**src/rtl/rmii_rx_pkg.sv**
```systemverilog
package rmii_rx_pkg;

  typedef enum logic [1:0] {
    SYNC_IDLE,
    SYNC_PRE,
    SYNC_DATA,
    SYNC_HOLD
  } sync_state_e;

  localparam logic [1:0]  DIBIT_PRE  = 2'b01;
  localparam logic [1:0]  DIBIT_SFD  = 2'b11;
  localparam logic [1:0]  DIBIT_ZERO = 2'b00;

  localparam logic [31:0] CRC_POLY_REFL = 32'hEDB88320;
  localparam logic [31:0] CRC_INIT      = 32'hFFFF_FFFF;
  // 0xC704DD7B as seen in a shift-right (reflected) register
  localparam logic [31:0] CRC_RESIDUE_REFL = 32'hDEBB20E3;

  function automatic logic [31:0] crc32_byte(input logic [31:0] crc, input logic [7:0] data);
    logic [31:0] c;
    c = crc ^ {24'd0, data};
    for (int i = 0; i < 8; i++) begin
      c = c[0] ? ((c >> 1) ^ CRC_POLY_REFL) : (c >> 1);
    end
    return c;
  endfunction

endpackage

```
**src/rtl/rmii_rx_align.sv**
```systemverilog
module rmii_rx_align
  import rmii_rx_pkg::*;
(
  input  logic       clk_i,
  input  logic       rst_ni,
  input  logic       crs_dv_i,
  input  logic [1:0] rxd_i,
  output logic       sof_o,
  output logic [7:0] byte_o,
  output logic       byte_stb_o,
  output logic       eof_o,
  output logic       frag_o
);

  sync_state_e state_q;
  logic [1:0]  dcnt_q;
  logic [7:0]  shift_q;

  always_ff @(posedge clk_i or negedge rst_ni) begin
    if (!rst_ni) begin
      state_q    <= SYNC_IDLE;
      dcnt_q     <= '0;
      shift_q    <= '0;
      byte_o     <= '0;
      byte_stb_o <= 1'b0;
      sof_o      <= 1'b0;
      eof_o      <= 1'b0;
      frag_o     <= 1'b0;
    end else begin
      byte_stb_o <= 1'b0;
      sof_o      <= 1'b0;
      eof_o      <= 1'b0;
      unique case (state_q)
        SYNC_IDLE: begin
          if (crs_dv_i) begin
            if (rxd_i == DIBIT_PRE)       state_q <= SYNC_PRE;
            else if (rxd_i != DIBIT_ZERO) state_q <= SYNC_HOLD;
          end
        end
        SYNC_PRE: begin
          if (!crs_dv_i) begin
            state_q <= SYNC_IDLE;
          end else if (rxd_i == DIBIT_SFD) begin
            state_q <= SYNC_DATA;
            dcnt_q  <= '0;
            sof_o   <= 1'b1;
          end else if (rxd_i != DIBIT_PRE) begin
            state_q <= SYNC_HOLD;
          end
        end
        SYNC_DATA: begin
          if (!crs_dv_i) begin
            state_q <= SYNC_IDLE;
            eof_o   <= 1'b1;
            frag_o  <= (dcnt_q != 2'd0);
          end else begin
            shift_q <= {rxd_i, shift_q[7:2]};
            dcnt_q  <= dcnt_q + 2'd1;
            if (dcnt_q == 2'd3) begin
              byte_o     <= {rxd_i, shift_q[7:2]};
              byte_stb_o <= 1'b1;
            end
          end
        end
        SYNC_HOLD: begin
          if (!crs_dv_i) state_q <= SYNC_IDLE;
        end
        default: state_q <= SYNC_IDLE;
      endcase
    end
  end

endmodule

```
**src/rtl/rmii_rx_crc.sv**
```systemverilog
module rmii_rx_crc
  import rmii_rx_pkg::*;
(
  input  logic       clk_i,
  input  logic       rst_ni,
  input  logic       clear_i,
  input  logic       stb_i,
  input  logic [7:0] byte_i,
  output logic       ok_o
);

  logic [31:0] crc_q;

  always_ff @(posedge clk_i or negedge rst_ni) begin
    if (!rst_ni)      crc_q <= CRC_INIT;
    else if (clear_i) crc_q <= CRC_INIT;
    else if (stb_i)   crc_q <= crc32_byte(crc_q, byte_i);
  end

  assign ok_o = (crc_q == CRC_RESIDUE_REFL);

endmodule

```
**src/rtl/rmii_rx_window.sv**
```systemverilog
module rmii_rx_window #(
  parameter int unsigned ADDR_BYTES = 6
) (
  input  logic                    clk_i,
  input  logic                    rst_ni,
  input  logic [8*ADDR_BYTES-1:0] station_addr_i,
  input  logic                    promisc_i,
  input  logic                    sof_i,
  input  logic                    stb_i,
  input  logic [7:0]              byte_i,
  input  logic                    eof_i,
  input  logic                    good_i,
  input  logic                    type_i,
  output logic [7:0]              data_o,
  output logic                    valid_o,
  output logic                    last_o,
  output logic                    good_o,
  output logic                    type_o
);

  localparam int unsigned CW = $clog2(ADDR_BYTES + 1);
  localparam logic [CW-1:0] FULL = CW'(ADDR_BYTES);

  logic [7:0]    exp_byte [ADDR_BYTES];
  logic [7:0]    buf_q    [ADDR_BYTES];
  logic [CW-1:0] fill_q;
  logic [CW-1:0] left_q;
  logic          mismatch_q;
  logic          drain_q;
  logic          good_q;
  logic          type_q;
  logic          accept;

  for (genvar k = 0; k < ADDR_BYTES; k++) begin : g_addr
    assign exp_byte[k] = station_addr_i[8*(ADDR_BYTES-1-k) +: 8];
  end

  assign accept = promisc_i | ~mismatch_q;

  always_ff @(posedge clk_i or negedge rst_ni) begin
    if (!rst_ni) begin
      for (int k = 0; k < ADDR_BYTES; k++) buf_q[k] <= '0;
      fill_q     <= '0;
      left_q     <= '0;
      mismatch_q <= 1'b0;
      drain_q    <= 1'b0;
      good_q     <= 1'b0;
      type_q     <= 1'b0;
      data_o     <= '0;
      valid_o    <= 1'b0;
      last_o     <= 1'b0;
      good_o     <= 1'b0;
      type_o     <= 1'b0;
    end else begin
      valid_o <= 1'b0;
      last_o  <= 1'b0;
      good_o  <= 1'b0;
      type_o  <= 1'b0;

      if (sof_i) begin
        fill_q     <= '0;
        mismatch_q <= 1'b0;
      end else if (stb_i) begin
        if (fill_q < FULL) begin
          buf_q[fill_q] <= byte_i;
          if (byte_i != exp_byte[fill_q]) mismatch_q <= 1'b1;
          fill_q <= fill_q + 1'b1;
        end else begin
          // window full: oldest byte leaves as the new one enters
          data_o  <= buf_q[0];
          valid_o <= accept;
          for (int k = 0; k < ADDR_BYTES - 1; k++) buf_q[k] <= buf_q[k+1];
          buf_q[ADDR_BYTES-1] <= byte_i;
        end
      end else if (eof_i) begin
        fill_q <= '0;
        if (fill_q == FULL && accept) begin
          drain_q <= 1'b1;
          left_q  <= FULL;
          good_q  <= good_i;
          type_q  <= type_i;
        end
      end

      if (drain_q) begin
        data_o  <= buf_q[0];
        valid_o <= 1'b1;
        for (int k = 0; k < ADDR_BYTES - 1; k++) buf_q[k] <= buf_q[k+1];
        left_q <= left_q - 1'b1;
        if (left_q == CW'(1)) begin
          drain_q <= 1'b0;
          last_o  <= 1'b1;
          good_o  <= good_q;
          type_o  <= type_q;
        end
      end
    end
  end

endmodule

```
**src/rtl/rmii_frame_rx.sv**
```systemverilog
module rmii_frame_rx #(
  parameter int unsigned ADDR_BYTES = 6,
  parameter int unsigned MIN_LEN    = 64,
  parameter int unsigned MAX_LEN    = 1518,
  parameter int unsigned TYPE_MIN   = 1536
) (
  input  logic                    clk_i,
  input  logic                    rst_ni,
  input  logic                    crs_dv_i,
  input  logic [1:0]              rxd_i,
  input  logic [8*ADDR_BYTES-1:0] station_addr_i,
  input  logic                    promisc_i,
  output logic [7:0]              data_o,
  output logic                    valid_o,
  output logic                    last_o,
  output logic                    good_o,
  output logic                    type_o
);

  localparam int unsigned CNT_W = $clog2(MAX_LEN + 2);
  localparam logic [CNT_W-1:0] CNT_MAX  = {CNT_W{1'b1}};
  localparam logic [CNT_W-1:0] ET_HI    = CNT_W'(2 * ADDR_BYTES);
  localparam logic [CNT_W-1:0] ET_LO    = CNT_W'(2 * ADDR_BYTES + 1);

  logic             sof, stb, eof, frag, crc_ok;
  logic [7:0]       rx_byte;
  logic [CNT_W-1:0] byte_cnt_q;
  logic [15:0]      etype_q;
  logic             frame_good, frame_type;

  rmii_rx_align u_align (
    .clk_i      (clk_i),
    .rst_ni     (rst_ni),
    .crs_dv_i   (crs_dv_i),
    .rxd_i      (rxd_i),
    .sof_o      (sof),
    .byte_o     (rx_byte),
    .byte_stb_o (stb),
    .eof_o      (eof),
    .frag_o     (frag)
  );

  rmii_rx_crc u_crc (
    .clk_i   (clk_i),
    .rst_ni  (rst_ni),
    .clear_i (sof),
    .stb_i   (stb),
    .byte_i  (rx_byte),
    .ok_o    (crc_ok)
  );

  always_ff @(posedge clk_i or negedge rst_ni) begin
    if (!rst_ni) begin
      byte_cnt_q <= '0;
      etype_q    <= '0;
    end else if (sof) begin
      byte_cnt_q <= '0;
      etype_q    <= '0;
    end else if (stb) begin
      if (byte_cnt_q != CNT_MAX) byte_cnt_q <= byte_cnt_q + 1'b1;
      if (byte_cnt_q == ET_HI) etype_q[15:8] <= rx_byte;
      if (byte_cnt_q == ET_LO) etype_q[7:0]  <= rx_byte;
    end
  end

  assign frame_good = crc_ok && !frag &&
                      (byte_cnt_q >= CNT_W'(MIN_LEN)) && (byte_cnt_q <= CNT_W'(MAX_LEN));
  assign frame_type = (etype_q >= 16'(TYPE_MIN));

  rmii_rx_window #(.ADDR_BYTES(ADDR_BYTES)) u_window (
    .clk_i          (clk_i),
    .rst_ni         (rst_ni),
    .station_addr_i (station_addr_i),
    .promisc_i      (promisc_i),
    .sof_i          (sof),
    .stb_i          (stb),
    .byte_i         (rx_byte),
    .eof_i          (eof),
    .good_i         (frame_good),
    .type_i         (frame_type),
    .data_o         (data_o),
    .valid_o        (valid_o),
    .last_o         (last_o),
    .good_o         (good_o),
    .type_o         (type_o)
  );

endmodule

```
**config.mk**
```make
export PLATFORM = sky130hd
export DESIGN_NAME = rmii_frame_rx
export DESIGN_NICKNAME = d
export VERILOG_FILES = /design/src/rtl/rmii_rx_pkg.sv /design/src/rtl/rmii_rx_align.sv /design/src/rtl/rmii_rx_crc.sv /design/src/rtl/rmii_rx_window.sv /design/src/rtl/rmii_frame_rx.sv
export SDC_FILE = /design/constraint.sdc
export NUM_CORES = 1
export LEC_CHECK = 0
export ABC_CLOCK_PERIOD_IN_PS = 3000
export BUFFER_PORTS_ARGS = -buffer_cell sky130_fd_sc_hd__buf_2
export CORE_AREA = 2 2 117 131
export DETAILED_ROUTE_END_ITERATION = 10
export DIE_AREA = 0 0 119 133
export GPL_ROUTABILITY_DRIVEN = 0
export PLACE_DENSITY = 0.77
export REMOVE_ABC_BUFFERS = 1
export SYNTH_ARGS = -nofsm -noshare
export SYNTH_HDL_FRONTEND = slang
export SYNTH_SLANG_ARGS = --single-unit
```
**constraint.sdc**
```tcl
create_clock -name clk_i -period 3 [get_ports clk_i]
set_input_delay 0.3 -clock clk_i [delete_from_list [all_inputs] [get_ports clk_i]]
set_output_delay 0.3 -clock clk_i [all_outputs]
set_load 0.05 [all_outputs]
```
==> metrics.md, run 1 <==
| Metric | Value |
|---|---|
| Starting Density | `0.527` |
| Slew Limit Headroom | `0.485` |
| First-pass GRT wire length | `30000 um` |
| Overflow after GRT | `0` |
| CTS Sinks | `142` |
| Die width | `119 um` |
| R2r setup slk | `420 ps` |
| Leakage | `3.87 nW` |
| Worst setup margin | `425 ps` |
| Clock Root Buffer | `clkbuf_16` |
| Post-Synthesis Mean Instance Area | `10.4 um2` |
| Vias | `5787` |
| Post-synthesis xor/xnor area fraction | `0.114` |
| Boundary pin count | `66` |
| Fmax | `388 MHz` |
| Input/output buffers | `65` |
| Place WS | `449 ps` |
| WL per Instance | `18.1 um` |
| Number of H-tree levels | `4` |
| Worst setup path category | `reg2reg` |
| CTS tree | `built` |
| Hold path endpoint | `u_align.state_q[1]` |
| RSZ-0062 raised after global routing | `no` |
| Main combinational cell family by area after synthesis | `simple AND/OR/NAND/NOR gates` |
| Adder-Cell Fraction of Synth Area | `0.0130` |
| Maxcap violations | `0` |
| Final ANT Viol Nets | `0` |
| Final Skew | `7.57 ps` |
| Initial antenna violation count | `0` |
| DRT iter0 DRCs | `568` |
| Synthesized area | `7710 um2` |
| Post-synth cell types | `65` |
| DRC viols | `0` |
| Final period util | `0.858` |
| Final setup violation count | `0` |
| CP Max Fanout | `15` |
| Synthesized instance count | `739` |
| PwrDens | `1120 nW/um2` |
| Clk slew on worst S/H paths | `60 ps` |
| Final count of hold timing violations | `0` |
| ANT cells | `0` |
| Reg2reg end | `u_window.mismatch_q` |
| Part of the Yosys area used for sequential elements | `0.466` |
| Compound-Gate Fraction of Synth Area | `0.148` |
| Commonest non-fill, non-tap cell in the layout | `dfrtp_1` |
| Largest net degree at the start of global routing | `81` |
| Clock Tree Buf Depth | `2` |
| Hold_sp | `crs_dv_i` |
| Core area | `14600 um2` |
| Status | `completed` |
| Synth warn | `0` |
| Clock buffer count from CTS | `17` |
| Critical Path AT | `2880 ps` |
| Max IR drop VDD | `0.775 mV` |
| Hold_ws | `137 ps` |
| Clock period minus worst slack | `2580 ps` |
| Die height | `133 um` |
| Async SR Flop Fraction | `1.00` |
| Worst Hold Depth | `2` |
| Layout cells sized above 1 | `0.237` |
| Yosys reg bits | `142` |
| Synth Area in Simple Gates | `0.151` |
| Drt first pass iters | `5` |
| Layout net count | `846` |
| Setup crit end kind | `flip-flop` |
| Most frequent cells in the layout | `dfrtp_1, nand2_1, buf_2` |
| Post-cts sizing count | `0` |
| Total GRT Usage | `0.242` |
| Post-synth EDFFs | `0` |
| Final Max Tran Viols | `0` |
| Cell row count | `47` |
| Hold Path Class | `in2reg` |
| Post-DP HPWL | `12400 um` |
| Worst-Margin Slew | `773 ps` |
| Worst EP required | `3300 ps` |
| Clk_lat worst skew | `430 ps` |
| Critical Path Source Type | `flip-flop` |
| Top_reg_cell synth | `dfrtp_1` |
| Multiplexer area fraction after synthesis | `0.0724` |
| Post-Route Setup TNS | `0 ps` |
| R2R depth | `6` |
| Final WL | `17900 um` |
| Die ar. | `15800 um2` |
| Area growth, synth to finish | `14.8%` |
| Vias in the first global route | `5954` |
| Post-DR vias/cell | `5.83` |
| Worst reg2reg path startpoint | `u_window.fill_q[0]` |
## power by group
group,switching [mW],total (mW),internal [mW]
clock,0.828,2.39,1.56
combinational,2.32,4.50,2.18
sequential,0.567,3.01,2.45
## cell families (layout without fill, tap and decap cells)
| kind of cell | count (synthesis) | after routing |
|---|---|---|
| simple gates | 234 | 234 |
| compound gates | 169 | 169 |
| flops | 142 | 142 |
| xor+xnor | 79 | 79 |
| buf+inv | 63 | 120 |
| mux | 44 | 44 |
| fa+ha+maj | 8 | 8 |
## what timing repair did
action / 4_1_cts / 5_1_grt
hold endpoints to repair: 78 / 0
setup buffers: 0 / 0
hold buffers: 1 / 0
## layer usage
layer / global-route usage / share of wire
met5: 0 / 0
met4: 0.0999 / 0.027
met2: 0.375 / 0.47
met3: 0.0603 / 0.067
met1: 0.325 / 0.43
## area by class of cell
type                            count  area [um2]
Inverter                           12        45.0
Sequential cell                   142        3590
Fill cell                        1200        5790
Tap cell                          196         245
Timing Repair Buffer               77         449
Clock buffer                       18         429
Clock inverter                     13         238
Multi-Input combinational cell    534        3850
## cell usage after synthesis (7+ instances only)
master,count,area [um2]
a22oi_1,43,323
inv_1,10,37.5
a21oi_1,18,90.1
nor2b_1,30,188
dfrtp_1,110,2750
nand4_1,8,50.1
nand2_1,87,327
a211o_1,25,219
mux2_2,24,270
buf_2,9,45.0
nor2_1,46,173
xor2_1,24,210
dfstp_2,32,841
mux4_2,7,158
o21ai_0,50,250
mux2i_1,13,130
xnor2_1,41,359
clkbuf_1,35,131
nand3_1,9,45.0
nor3_1,8,40.0
ha_1,8,100
## worst max path at each step
stage	from	to	slack [ps]	cells past startpoint
after global placement	u_window.fill_q[0]	u_window.mismatch_q	520	6
after floorplan	u_window.fill_q[1]	u_window.data_o[0]	180	4
after detailed placement	u_window.fill_q[0]	u_window.mismatch_q	450	6
after global routing	u_window.fill_q[0]	u_window.mismatch_q	250	6
after CTS	u_window.fill_q[0]	u_window.mismatch_q	430	6
final	u_window.fill_q[0]	u_window.mismatch_q	420	6
## stage by stage
stage	utilization	cell area [um2]	std cells	power, mW
final	0.605	8850	992	9.90
after global routing	0.605	8850	992	10.5
after CTS	0.605	8850	992	9.92
after detailed placement	0.558	8180	960	7.45
after global placement	0.558	8180	960	7.34
after floorplan	-	7490	688	6.48
## critical path: stages, from the launching register on
cell and delay [ps]:
dfrtp_1 730, buf_4 360, mux4_2 540, xor2_1 150, nor3_1 180, a21oi_1 60
o41a_1 430
## state kept, by name, indices dropped and copies added (netlist names), 2 cells and up
| name | flops |
|---|---|
| byte_cnt_q | 11 |
| etype_q | 7 |
| u_align.byte_o | 8 |
| u_align.dcnt_q | 2 |
| u_align.shift_q | 6 |
| u_align.state_q | 2 |
| u_crc.crc_q | 32 |
| u_window.buf_q | 48 |
| u_window.data_o | 8 |
| u_window.fill_q | 3 |
| u_window.left_q | 3 |
No activity file was read; power rests on OpenSTA's default activity.
==> inputs of run 2 (changes only) <==
==> constraint.sdc (replaced) <==
create_clock -name clk_i -period 3 [get_ports clk_i]
set_input_delay 0.15 -clock clk_i [delete_from_list [all_inputs] [get_ports clk_i]]
set_output_delay 0.15 -clock clk_i [all_outputs]
set_load 0.05 [all_outputs]
==> run 2 against run 1 <==
Effect of this change: combinational power is essentially flat; highest routed layer unchanged; hold slack lost 47 ps; flip-flop and latch count is the same; global-route usage shrank 0.85 points; clock power shrank 8.8%; critical endpoint unchanged; critical path depth is the same.
==> metrics.md, run 2 (synthesized netlist as in run 1, its figures left out) <==
| Metric | Value |
|---|---|
| Largest net degree at the start of global routing | `114 (was 81)` |
| Initial antenna violation count | `0 (unchanged)` |
| Clock buffer count from CTS | `17 (unchanged)` |
| Critical Path AT | `2860 ps (was 2880 ps)` |
| Post-DR vias/cell | `5.75 (was 5.83)` |
| Worst EP required | `3300 ps (about the same)` |
| ANT cells | `0 (unchanged)` |
| Final WL | `17400 um (was 17900 um)` |
| Final ANT Viol Nets | `0 (unchanged)` |
| Clock Root Buffer | `clkbuf_16 (unchanged)` |
| Input/output buffers | `65 (unchanged)` |
| DRC viols | `0 (unchanged)` |
| Post-Route Setup TNS | `0 ps (unchanged)` |
| Starting Density | `0.527 (unchanged)` |
| Critical Path Source Type | `flip-flop (unchanged)` |
| Clk slew on worst S/H paths | `60 ps (about the same)` |
| Maxcap violations | `0 (unchanged)` |
| Worst-Margin Slew | `1020 ps (was 773 ps)` |
| Status | `completed (unchanged)` |
| Drt first pass iters | `5 (unchanged)` |
| Boundary pin count | `66 (unchanged)` |
| Die ar. | `15800 um2 (unchanged)` |
| Die height | `133 um (unchanged)` |
| Postcts setup bufs | `0 (unchanged)` |
| Commonest non-fill, non-tap cell in the layout | `dfrtp_1 (unchanged)` |
| Post-layout util | `0.603 (was 0.605)` |
| Final Skew | `7.00 ps (was 7.57 ps)` |
| Clock period minus worst slack | `2560 ps (was 2580 ps)` |
| WL per Instance | `17.4 um (was 18.1 um)` |
| Core area | `14600 um2 (unchanged)` |
| Vias | `5728 (was 5787)` |
| Final count of hold timing violations | `0 (unchanged)` |
| Vias in the first global route | `5622 (was 5954)` |
| Setup crit end kind | `flip-flop (unchanged)` |
| Overflow after GRT | `0 (unchanged)` |
| PwrDens | `1100 nW/um2 (was 1120 nW/um2)` |
| Slew Limit Headroom | `0.323 (was 0.485)` |
| Fmax | `391 MHz (was 388 MHz)` |
| Final setup violation count | `0 (unchanged)` |
| DRT iter0 DRCs | `416 (was 568)` |
| Layout net count | `850 (was 846)` |
| Clock Tree Buf Depth | `2 (unchanged)` |
| Clk_lat worst skew | `430 ps (about the same)` |
| Total GRT Usage | `0.233 (was 0.242)` |
| Layout cells sized above 1 | `0.238 (was 0.237)` |
| RSZ-0062 raised after global routing | `no (unchanged)` |
| CTS tree | `built (unchanged)` |
| CTS Sinks | `142 (unchanged)` |
| Number of H-tree levels | `4 (unchanged)` |
| Area growth, synth to finish | `14.4% (was 14.8%)` |
| CP Max Fanout | `15 (unchanged)` |
| Final period util | `0.852 (was 0.858)` |
| Worst setup path category | `reg2reg (unchanged)` |
| Die width | `119 um (unchanged)` |
| Final Max Tran Viols | `0 (unchanged)` |
| Biggest register | `u_window.buf_q (unchanged)` |
| Most frequent cells in the layout | `dfrtp_1, nand2_1, buf_2 (unchanged)` |
| Post-DP HPWL | `12200 um (was 12400 um)` |
| Hold Path Class | `in2reg (unchanged)` |
| Max IR drop VDD | `0.767 mV (was 0.775 mV)` |
| First-pass GRT wire length | `29100 um (was 30000 um)` |
| Post-cts sizing count | `0 (unchanged)` |
| Leakage | `3.85 nW (was 3.87 nW)` |
| CTS Hold Bufs | `4 (was 1)` |
| Biggest regs | `u_window.buf_q: 48 flops, u_crc.crc_q: 32 flops, byte_cnt_q: 11 flops (unchanged)` |
| Max FFs per register | `48 (unchanged)` |
| Cell row count | `47 (unchanged)` |
[run 2: changes by cell type in the layout (fill, tap and decap cells not counted), moves of 2 or more]
cell           delta
buf_4             +2
bufinv_16         -3
clkinv_4          +2
dlygate4sd3_1     +3
[run 2: per-layer routing]
metal | vias up | part of all wire | global-route usage
met1 | 2805 | 0.46 | 0.328
met5 | - | 0 | 0
met2 | 185 | 0.47 | 0.357
met3 | 25 | 0.054 | 0.0461
li1 | 2713 | - | -
met4 | 0 | 0.023 | 0.0913
[run 2: final timing paths]
check / to / depth (start not counted) / slack, ps / from
setup / recovery: u_window.mismatch_q / 6 / 440 / u_window.fill_q[0]
hold / removal: u_window.valid_o / 4 / 90 / promisc_i
setup reg to reg: u_window.mismatch_q / 6 / 440 / u_window.fill_q[0]
hold reg to reg: u_align.byte_o[0] / 2 / 470 / u_align.shift_q[2]
max in group asynchronous: u_crc.crc_q[16] / 3 / 1710 / rst_ni
min in group asynchronous: byte_cnt_q[4] / 2 / 400 / rst_ni
[run 2: area by class of cell]
class	instances	area, um2
Timing Repair Buffer	81	474
Clock inverter	14	185
Tap cell	196	245
Sequential cell	142	3590
Clock buffer	18	429
Fill cell	1181	5820
Multi-Input combinational cell	534	3850
Inverter	12	45.0
[run 2: through the flow]
step                area, um2  setup WS (ps)  hold slack, ps  cells  power, mW
global placement         8170            554             343    961       7.36
floorplan                7490            178            -146    688       6.48
CTS                      8820            430            90.0    997       9.69
finish                   8820            443            90.4    997       9.70
detailed placement       8170            481             365    961       7.47
global route             8820            247             150    997       10.3
[run 2: power breakdown]
group	internal [mW]	total [mW]	leakage (nW)	switching, mW
registers	2.45	2.99	1.83	0.540
logic	2.19	4.53	1.73	2.34
clock network	1.32	2.18	0.290	0.855
total	5.96	9.70	3.85	3.74
[run 2: worst max-delay path: stages (launching register included)]
cell     delay [ps]
dfrtp_1         710
buf_4           350
mux4_2          540
xor2_1          150
nor3_1          170
a21oi_1          70
o41a_1          440
